## src/rtl/pwm_bank_pkg.sv

```systemverilog
package pwm_bank_pkg;

    localparam int PRE_W  = 8;
    localparam int MOD_W  = 8;
    localparam int DUTY_W = 16;
    localparam int DATA_W = 32;
    localparam int OFS_W  = 3;

    // word offsets inside one channel window
    localparam logic [OFS_W-1:0] OFS_PRE  = 3'd0;
    localparam logic [OFS_W-1:0] OFS_MOD  = 3'd1;
    localparam logic [OFS_W-1:0] OFS_DUTY = 3'd2;
    localparam logic [OFS_W-1:0] OFS_EN   = 3'd6;

    typedef struct packed {
        logic [PRE_W-1:0]  pre;
        logic [MOD_W-1:0]  modv;
        logic [DUTY_W-1:0] duty;
    } pwm_cfg_t;

endpackage

```

## src/rtl/pwm_bank_regs.sv

```systemverilog
module pwm_bank_regs
    import pwm_bank_pkg::*;
#(
    parameter int NUM_CH = 4,
    localparam int CH_W   = $clog2(NUM_CH),
    localparam int ADDR_W = CH_W + OFS_W
) (
    input  logic                  clk,
    input  logic                  rst_n,
    input  logic                  we,
    input  logic [ADDR_W-1:0]     addr,
    input  logic [DATA_W-1:0]     wdata,
    output logic [DATA_W-1:0]     rdata,
    output pwm_cfg_t [NUM_CH-1:0] stage,
    output logic [NUM_CH-1:0]     en,
    output logic [NUM_CH-1:0]     commit
);

    typedef struct packed {
        pwm_cfg_t [NUM_CH-1:0] cfg;
        logic [NUM_CH-1:0]     en;
        logic [NUM_CH-1:0]     commit;
    } regs_t;

    regs_t             regs_d, regs_q;
    logic [CH_W-1:0]   sel_ch;
    logic [OFS_W-1:0]  sel_ofs;

    assign sel_ch  = addr[ADDR_W-1:OFS_W];
    assign sel_ofs = addr[OFS_W-1:0];

    always_comb begin
        regs_d        = regs_q;
        regs_d.commit = '0;
        for (int c = 0; c < NUM_CH; c++) begin
            if (we && sel_ch == CH_W'(c)) begin
                case (sel_ofs)
                    OFS_PRE:  regs_d.cfg[c].pre  = wdata[PRE_W-1:0];
                    OFS_MOD:  regs_d.cfg[c].modv = wdata[MOD_W-1:0];
                    OFS_DUTY: begin
                        regs_d.cfg[c].duty = wdata[DUTY_W-1:0];
                        regs_d.commit[c]   = 1'b1;
                    end
                    OFS_EN:   regs_d.en[c]       = wdata[0];
                    default:  ;
                endcase
            end
        end
    end

    always_ff @(posedge clk or negedge rst_n) begin
        if (!rst_n) regs_q <= '0;
        else        regs_q <= regs_d;
    end

    always_comb begin
        rdata = '0;
        for (int c = 0; c < NUM_CH; c++) begin
            if (sel_ch == CH_W'(c)) begin
                case (sel_ofs)
                    OFS_PRE:  rdata = DATA_W'(regs_q.cfg[c].pre);
                    OFS_MOD:  rdata = DATA_W'(regs_q.cfg[c].modv);
                    OFS_DUTY: rdata = DATA_W'(regs_q.cfg[c].duty);
                    OFS_EN:   rdata = DATA_W'(regs_q.en[c]);
                    default:  rdata = '0;
                endcase
            end
        end
    end

    assign stage  = regs_q.cfg;
    assign en     = regs_q.en;
    assign commit = regs_q.commit;

    for (genvar g = 0; g < NUM_CH; g++) begin : g_chk
        AST_COMMIT_FROM_DUTY: assert property (@(posedge clk) disable iff (!rst_n)
            regs_q.commit[g] |-> $past(we && sel_ch == CH_W'(g) && sel_ofs == OFS_DUTY))
            else $error("commit without duty write");
    end

endmodule

```

## src/rtl/pwm_bank_chan.sv

```systemverilog
module pwm_bank_chan
    import pwm_bank_pkg::*;
(
    input  logic     clk,
    input  logic     rst_n,
    input  logic     en,
    input  pwm_cfg_t stage,
    input  logic     commit,
    output logic     pwm
);

    typedef struct packed {
        pwm_cfg_t         act;
        pwm_cfg_t         pend;
        logic             pend_v;
        logic [PRE_W-1:0] pre_cnt;
        logic [MOD_W-1:0] step;
    } chan_t;

    chan_t            st_d, st_q;
    logic [MOD_W-1:0] last_step;
    logic             tick;
    logic             wrap;

    assign last_step = (st_q.act.modv == '0) ? '0 : st_q.act.modv - MOD_W'(1);
    assign tick      = (st_q.pre_cnt == st_q.act.pre);
    assign wrap      = tick && (st_q.step == last_step);

    always_comb begin
        st_d = st_q;
        if (!en) begin
            st_d.pre_cnt = '0;
            st_d.step    = '0;
            if (commit) begin
                st_d.act    = stage;
                st_d.pend_v = 1'b0;
            end else if (st_q.pend_v) begin
                st_d.act    = st_q.pend;
                st_d.pend_v = 1'b0;
            end
        end else begin
            st_d.pre_cnt = tick ? '0 : st_q.pre_cnt + PRE_W'(1);
            if (tick) st_d.step = wrap ? '0 : st_q.step + MOD_W'(1);
            if (commit) begin
                if (wrap) begin
                    st_d.act    = stage;
                    st_d.pend_v = 1'b0;
                end else begin
                    st_d.pend   = stage;
                    st_d.pend_v = 1'b1;
                end
            end else if (wrap && st_q.pend_v) begin
                st_d.act    = st_q.pend;
                st_d.pend_v = 1'b0;
            end
        end
    end

    always_ff @(posedge clk or negedge rst_n) begin
        if (!rst_n) st_q <= '0;
        else        st_q <= st_d;
    end

    assign pwm = en && (DUTY_W'(st_q.step) < st_q.act.duty);

    AST_STEP_BOUND: assert property (@(posedge clk) disable iff (!rst_n)
        st_q.step <= last_step)
        else $error("step beyond period");
    AST_PRE_BOUND: assert property (@(posedge clk) disable iff (!rst_n)
        st_q.pre_cnt <= st_q.act.pre)
        else $error("prescaler beyond limit");
    AST_NO_MIDPERIOD_SWAP: assert property (@(posedge clk) disable iff (!rst_n)
        (en && !wrap) |=> $stable(st_q.act))
        else $error("settings changed inside a period");
    AST_IDLE_RESTART: assert property (@(posedge clk) disable iff (!rst_n)
        !en |=> (st_q.step == '0 && st_q.pre_cnt == '0))
        else $error("counters not cleared while disabled");

endmodule

```

## src/rtl/pwm_bank.sv

```systemverilog
module pwm_bank
    import pwm_bank_pkg::*;
#(
    parameter int NUM_CH = 4,
    localparam int ADDR_W = $clog2(NUM_CH) + OFS_W
) (
    input  logic              clk,
    input  logic              rst_n,
    input  logic              reg_we,
    input  logic [ADDR_W-1:0] reg_addr,
    input  logic [DATA_W-1:0] reg_wdata,
    output logic [DATA_W-1:0] reg_rdata,
    output logic [NUM_CH-1:0] pwm_out
);

    pwm_cfg_t [NUM_CH-1:0] stage;
    logic [NUM_CH-1:0]     en;
    logic [NUM_CH-1:0]     commit;

    pwm_bank_regs #(.NUM_CH(NUM_CH)) u_regs (
        .clk    (clk),
        .rst_n  (rst_n),
        .we     (reg_we),
        .addr   (reg_addr),
        .wdata  (reg_wdata),
        .rdata  (reg_rdata),
        .stage  (stage),
        .en     (en),
        .commit (commit)
    );

    for (genvar g = 0; g < NUM_CH; g++) begin : g_ch
        pwm_bank_chan u_chan (
            .clk    (clk),
            .rst_n  (rst_n),
            .en     (en[g]),
            .stage  (stage[g]),
            .commit (commit[g]),
            .pwm    (pwm_out[g])
        );
    end

    AST_DISABLE_LOW: assert property (@(posedge clk) disable iff (!rst_n)
        (reg_we && reg_addr[OFS_W-1:0] == OFS_EN && !reg_wdata[0])
        |=> !pwm_out[reg_addr[ADDR_W-1:OFS_W]])
        else $error("output not stopped by disable");

endmodule

```

## config.mk

```make
export PLATFORM = sky130hd
export DESIGN_NAME = pwm_bank
export DESIGN_NICKNAME = d
export VERILOG_FILES = /design/src/rtl/pwm_bank_pkg.sv /design/src/rtl/pwm_bank_regs.sv /design/src/rtl/pwm_bank_chan.sv /design/src/rtl/pwm_bank.sv
export SDC_FILE = /design/constraint.sdc
export NUM_CORES = 1
export LEC_CHECK = 0
export ABC_AREA = 1
export CORE_MARGIN = 1.5
export CORE_UTILIZATION = 45
export DETAILED_ROUTE_END_ITERATION = 10
export SLEW_MARGIN = 20
export SYNTH_ARGS = -nofsm -noshare
export SYNTH_HDL_FRONTEND = slang
export SYNTH_SLANG_ARGS = --single-unit
```

## constraint.sdc

```tcl
create_clock -name clk -period 5.2 [get_ports clk]
set_clock_uncertainty 0.1 [all_clocks]
set_input_delay 1.3 -clock clk [delete_from_list [all_inputs] [get_ports clk]]
set_output_delay 1.3 -clock clk [all_outputs]
set_load 0.005 [all_outputs]
```

# Word level (Yosys, flattened, before mapping)
# Cells that the tools add are included.
# totals
ff_bits	460
in_bits	40
out_inout_bits	36
word_cells	218
# op_classes
reduce_logical	50
add_sub_neg	12
mux	69
n_bitwise	4
n_eq_ne	26
magnitude_cmp	4
# ops
cell	n
2-to-1 mux 32 bit	28
one-hot mux 16 bit (4 select lines)	4
2-to-1 mux 8 bit	16
2-to-1 mux 17 bit	4
adder 8 x 1 -> 8 bit, second input constant	8
equality test 8 bit	8
< comparator 8 x 16 -> 1 bit	4
zero test 8 bit	4
AND reduction 2 bit	16
subtractor 8 x 1 -> 8 bit, second input constant	4
!= test 3 x 2 -> 1 bit, second input constant	8
AND reduction 3 bit	8
2-to-1 mux 1 bit	17
logical AND 1 bit	16
nonzero test 3 bit	4
!= test 2 x 1 -> 1 bit, second input constant	4
equality test 2 bit, second input constant	2
inverter 1 bit	4
equality test 3 x 1 -> 1 bit, second input constant	1
equality test 3 x 2 -> 1 bit, second input constant	1
equality test 3 bit, second input constant	1
zero test 3 bit	1
equality test 2 x 1 -> 1 bit, second input constant	1
zero test 2 bit	1

# Depth between registers and ports, before layout
# logic_depth
word_depth	8
ltp_mapped	18
depth_no_buf	17

# Cells and area by module
# A second synthesis with hierarchy kept.
# hier_totals
cells_unflattened	3285
area_unflattened_um2	24462.2
# modules_own_cells
mod	area_each_um2	cells_per_inst	n_inst	seq_area_each_um2
pwm_bank_chan	4548.1	627	4	2026.9
pwm_bank_regs	6269.8	777	1	3403.3

# Worst setup path after synthesis
# No wires, ideal clock.
# synth_path
path_kind	input to output
start	in reg_addr[1]
end	out reg_rdata[6]
stages	7
slack_ns	1.342
n_path_buf	1
arrival_ns	2.458
t_required_ns	3.800
cell_sequence	nor2_1 > inv_1 > nor2_1 > clkbuf_1 > nand2_1 > a31oi_1 > a32o_1
# synth_via
elab_chain_len	6
word_cells_on_any_way	12
classes_between	eq/ne: 3; mux: 8; reduce/logical: 1
# synth_rtl
item	line	text
start, declared	pwm_bank.sv:10	input logic [ADDR_W-1:0] reg_addr,
equality test 3 bit, or another cell as far along	pwm_bank_regs.sv:60	case (sel_ofs)
one-hot mux 16 bit (4 select lines)	pwm_bank_regs.sv:60	
2-to-1 mux 32 bit (3 in a row)	pwm_bank_regs.sv:59	if (sel_ch == CH_W'(c)) begin
2-to-1 mux 32 bit *	pwm_bank_regs.sv:59	
end, declared	pwm_bank.sv:12	output logic [DATA_W-1:0] reg_rdata,
# Mark *: on every way between the ends. The rest lies on a longest branch, timed or not.

# Final worst setup path
# layout_path
start	in reg_addr[4]
end	out reg_rdata[12]
# layout_via
elab_chain_len	5
word_cells_on_any_way	8
classes_between	eq/ne: 3; mux: 4; reduce/logical: 1
# layout_rtl
item	line
zero test 2 bit	pwm_bank_regs.sv:59
2-to-1 mux 32 bit (3 in a row)	pwm_bank_regs.sv:59
2-to-1 mux 32 bit *	pwm_bank_regs.sv:59
# Marked as above.

==> reports/metrics.json <==
{
  "floorplan": {
    "ios": 76,
    "rows": 84,
    "core-area_um2": 52700,
    "die-height_um": 234,
    "dieWidth_um": 234,
    "initial_core_util_pct": 45.6,
    "die_area_um2": 54800
  },
  "routing": {
    "vias": 20600,
    "route.final.wire_length_um": 65600,
    "routed_len_inst_um": 16.7,
    "vias_per_std_cell": 5.26,
    "drc": 0,
    "drt-initial-drc-count": 1660,
    "dr.pass1.iters": 5,
    "residual_antenna_violating_net_count_after_detailed_routing": 0
  },
  "worst_setup_path": {
    "crit_family": "buffers and inverters",
    "worstPathRequired_ns": 3.80,
    "critical_path_startpoint_category": "input port",
    "crit_slowest_cell": "sky130_fd_sc_hd__clkdlybuf4s50_1",
    "cell_type_with_the_highest_occurrence_count_on_the_critical_path": "sky130_fd_sc_hd__clkdlybuf4s50_1",
    "critPathBufInv": 3,
    "worstPathArrival_ns": 3.72,
    "critical_path.max_fanout": 10,
    "timing.critical_path.slowest_cell_delay_ns": 0.72,
    "crit_path_cell_trace": "clkdlybuf4s50_1 -> inv_2 -> nor2_2 -> a221o_1 -> o21ai_0 -> a21oi_1 -> clkdlybuf4s50_1",
    "regToRegStartpoint": "g_ch[3].u_chan.st_q[65]",
    "setup.worst_path.end_class": "output pin",
    "worst_case_register_to_register_setup_slack_ns": 1.59,
    "rr_endpoint": "g_ch[3].u_chan.st_q[46]",
    "timing.setup.critical_path_class": "input port to output pin",
    "ff2ff_path_depth": 14
  },
  "cts": {
    "tritoncts.num_buffers": 52,
    "clock_latency_reported_for_the_late_side_of_the_worst_skew_pair_ns": 0.61,
    "tritoncts_clock_tree": "yes",
    "clock_tree.htree_level_count": 2,
    "cts_num_sinks": 460,
    "cts.path.max_buffers": 3,
    "clk_pin_slew_worst_paths_ns": 0.05,
    "cts_root_buffer": "sky130_fd_sc_hd__clkbuf_16"
  },
  "sta": {
    "time_the_worst_path_needs_with_i_o_delays_and_setup_ns": 5.12,
    "finalHoldWorstSlack_ns": 0.368,
    "finalMaxSlewViolations": 0,
    "finalSetupViolations": 0,
    "final_cycle_utilization_of_the_critical_path_pct": 98.5,
    "final_hold_viol_count": 0,
    "max_freq_mhz": 195,
    "worst_slew_margin_rel_pct": 26.4,
    "max_slew.worst_pin.slew_ns": 1.10,
    "setup_total_negative_slack_ns": 0,
    "rsz0062_at_grt": "no"
  },
  "pwr": {
    "power_mw": 9.22,
    "power.leakage_nw": 13.8,
    "comb_power_share_pct": 14.5,
    "power_switching_mw": 2.91,
    "power.share.sequential_pct": 45.9,
    "share_clk_of_total_power_pct": 39.6,
    "vdd_ir_drop_max_v": 0.000320,
    "power_per_cell_area_nw_per_um2": 348,
    "p_sw_share_pct": 31.6,
    "internal_power_mw": 6.30
  },
  "logic_synthesis": {
    "syn_avg_cell_area_um2": 7.48,
    "synth-edff-count": 0,
    "synth_sequential_area_ratio_pct": 47.9,
    "netlist_area_um2": 24000,
    "commonest_cells_in_the_netlist": "sky130_fd_sc_hd__nand2_1, sky130_fd_sc_hd__dfrtp_1, sky130_fd_sc_hd__nand3_1",
    "ys_dominant_reg_cell": "sky130_fd_sc_hd__dfrtp_1",
    "synth-async-reset-ratio_pct": 100,
    "most_area_consuming_cells_after_synthesis": "sky130_fd_sc_hd__dfrtp_1, sky130_fd_sc_hd__nand2_1, sky130_fd_sc_hd__nand3_1",
    "synth_top_area_cell": "sky130_fd_sc_hd__dfrtp_1",
    "synthesis.instances": 3212,
    "synth.ff_latch_count": 460,
    "proportion_of_netlist_area_held_by_the_largest_area_contributor_pct": 47.9,
    "synth.yosys.warnings": 0,
    "synth_most_common_cell": "sky130_fd_sc_hd__nand2_1",
    "synth_cell_types": 43
  },
  "layout": {
    "sequential_cell_area_um2": 11500,
    "number_of_filler_instances_in_the_final_layout": 5144,
    "nNetsFinal": 3271,
    "share_of_layout_cells_above_drive_strength_1_pct": 6.78,
    "fin_area_um2": 26500,
    "multiInputGateArea_um2": 10800,
    "area_growth_syn_to_layout_pct": 10.2
  },
  "min_path": {
    "hp-class": "flip-flop to flip-flop",
    "startpoint_of_the_most_critical_hold_path": "g_ch[2].u_chan.st_q[55]",
    "min_delay_path_depth": 2,
    "worstHoldEndpoint": "g_ch[2].u_chan.st_q[55]"
  },
  "global_route": {
    "track_usage_pct": 24.7,
    "antenna_found_initial": 1,
    "grt_pass1_vias": 19700,
    "grt_max_degree": 113,
    "grt_pass1_wl_um": 107000,
    "overflow_after_grt": 0
  },
  "flow_run": {
    "maxCapViolCount": 0
  },
  "run_status": {
    "run_status": "completed"
  },
  "placement": {
    "portBuffers": 43,
    "routabilityCongestion": 0.923,
    "placement.cell_area_um2": 24800,
    "dp_hpwl_um": 45700
  }
}
[final cells by class]
cell class                 instances  area share (%)
tap                              688            3.25
antenna                            1         0.00945
clock buffer                      72            5.70
timing repair buffer              79            2.90
multi-input combinational       2366            40.7
sequential                       460            43.5
clock inverter                    22           0.690
inverter                         232            3.29
[cells in the final DEF, fill, tap and decap left out, types with 4 or more instances in the layout]
cell type,netlist,layout
sky130_fd_sc_hd__a21boi_0,4,4
sky130_fd_sc_hd__a21oi_1,58,57
sky130_fd_sc_hd__a221o_1,6,6
sky130_fd_sc_hd__a22o_1,4,4
sky130_fd_sc_hd__a31oi_1,7,7
sky130_fd_sc_hd__buf_12,0,5
sky130_fd_sc_hd__buf_4,25,31
sky130_fd_sc_hd__clkbuf_1,77,8
sky130_fd_sc_hd__clkbuf_16,0,53
sky130_fd_sc_hd__clkbuf_8,0,11
sky130_fd_sc_hd__clkdlybuf4s50_1,0,42
sky130_fd_sc_hd__clkinv_1,5,6
sky130_fd_sc_hd__clkinv_2,0,12
sky130_fd_sc_hd__clkinvlp_4,0,6
sky130_fd_sc_hd__conb_1,1,16
sky130_fd_sc_hd__dfrtp_1,460,459
sky130_fd_sc_hd__ha_1,40,40
sky130_fd_sc_hd__inv_1,203,202
sky130_fd_sc_hd__inv_2,24,24
sky130_fd_sc_hd__nand2_1,1406,1404
sky130_fd_sc_hd__nand2_2,14,16
sky130_fd_sc_hd__nand3_1,314,314
sky130_fd_sc_hd__nand3_2,35,35
sky130_fd_sc_hd__nand3b_1,5,5
sky130_fd_sc_hd__nand4_1,43,43
sky130_fd_sc_hd__nor2_1,147,144
sky130_fd_sc_hd__nor2_2,8,10
sky130_fd_sc_hd__nor2_4,5,6
sky130_fd_sc_hd__nor3_1,22,22
sky130_fd_sc_hd__nor4_1,6,6
sky130_fd_sc_hd__o211ai_1,8,8
sky130_fd_sc_hd__o21ai_0,168,168
sky130_fd_sc_hd__xnor2_1,6,6
sky130_fd_sc_hd__xor2_1,24,24
[power by group through the flow]
stage / logic, mW / registers (mW) / clock network, mW
6_report: 1.33 / 4.23 / 3.65
2_1_floorplan: 1.03 / 4.08 / 0
5_1_grt: 1.51 / 4.26 / 3.87
3_5_place_dp: 1.34 / 4.29 / 0
3_3_place_gp: 1.32 / 4.29 / 0
4_1_cts: 1.34 / 4.22 / 3.73
[sequential cells by signal, indices dropped and copies added (netlist names)]
signal	flops
g_ch.u_chan.st_q	324
u_regs.commit	4
u_regs.en	4
u_regs.stage	128
[tightest hold or removal path: cells and delay by family (launching register included)]
family,cells,cell delay (ns)
DFF,1,0.34
and+or+nand+nor,2,0.10
[routing by layer]
| metal | GRT usage, % | routed length [um] | up-vias |
|---|---|---|---|
| li1 | - | - | 10100 |
| met1 | 33.8 | 29700 | 9891 |
| met2 | 39.5 | 30100 | 477 |
| met3 | 4.68 | 3980 | 103 |
| met4 | 8.43 | 1820 | 0 |
| met5 | 0 | 0 | - |
[kinds of logic after synthesis]
logic type	Yosys count	synth area share [%]
and+or+nand+nor	2008	35.1
AOI/OAI and AO/OA	272	6.24
other	1	0.0156
adders and majority gates	40	2.08
DFF	460	47.9
buffers and inverters	401	7.54
xor gates and xnor gates	30	1.09
[metrics by stage]
| step | utilization, % | setup slack, ns | std cells |
|---|---|---|---|
| final | 50.3 | 0.0774 | 3920 |
| after global routing | 50.3 | 0.0489 | 3919 |
| after CTS | 50.2 | 0.173 | 3919 |
| after detailed placement | 47.0 | 0.181 | 3825 |
| after global placement | 47.0 | 0.240 | 3825 |
| after floorplan | - | 1.34 | 3227 |
[repair_timing]
action | CTS | global route
gates resized for setup | 0 | 2
setup endpoints to repair | 0 | 2
hold buffers | 0 | 0
hold endpoints to repair | 0 | 0
buffers inserted | 0 | 0
[worst max path at each step]
stage | startpoint | slack, ns | depth (start not counted) | to
after floorplan | reg_addr[1] | 1.34 | 7 | reg_rdata[6]
after global placement | reg_addr[2] | 0.24 | 9 | reg_rdata[6]
after detailed placement | reg_addr[3] | 0.18 | 7 | reg_rdata[8]
after CTS | reg_addr[3] | 0.17 | 7 | reg_rdata[8]
after global routing | reg_addr[2] | 0.05 | 11 | reg_rdata[3]
final | reg_addr[4] | 0.08 | 7 | reg_rdata[12]
Note: power is estimated with default switching activity, not from simulation.
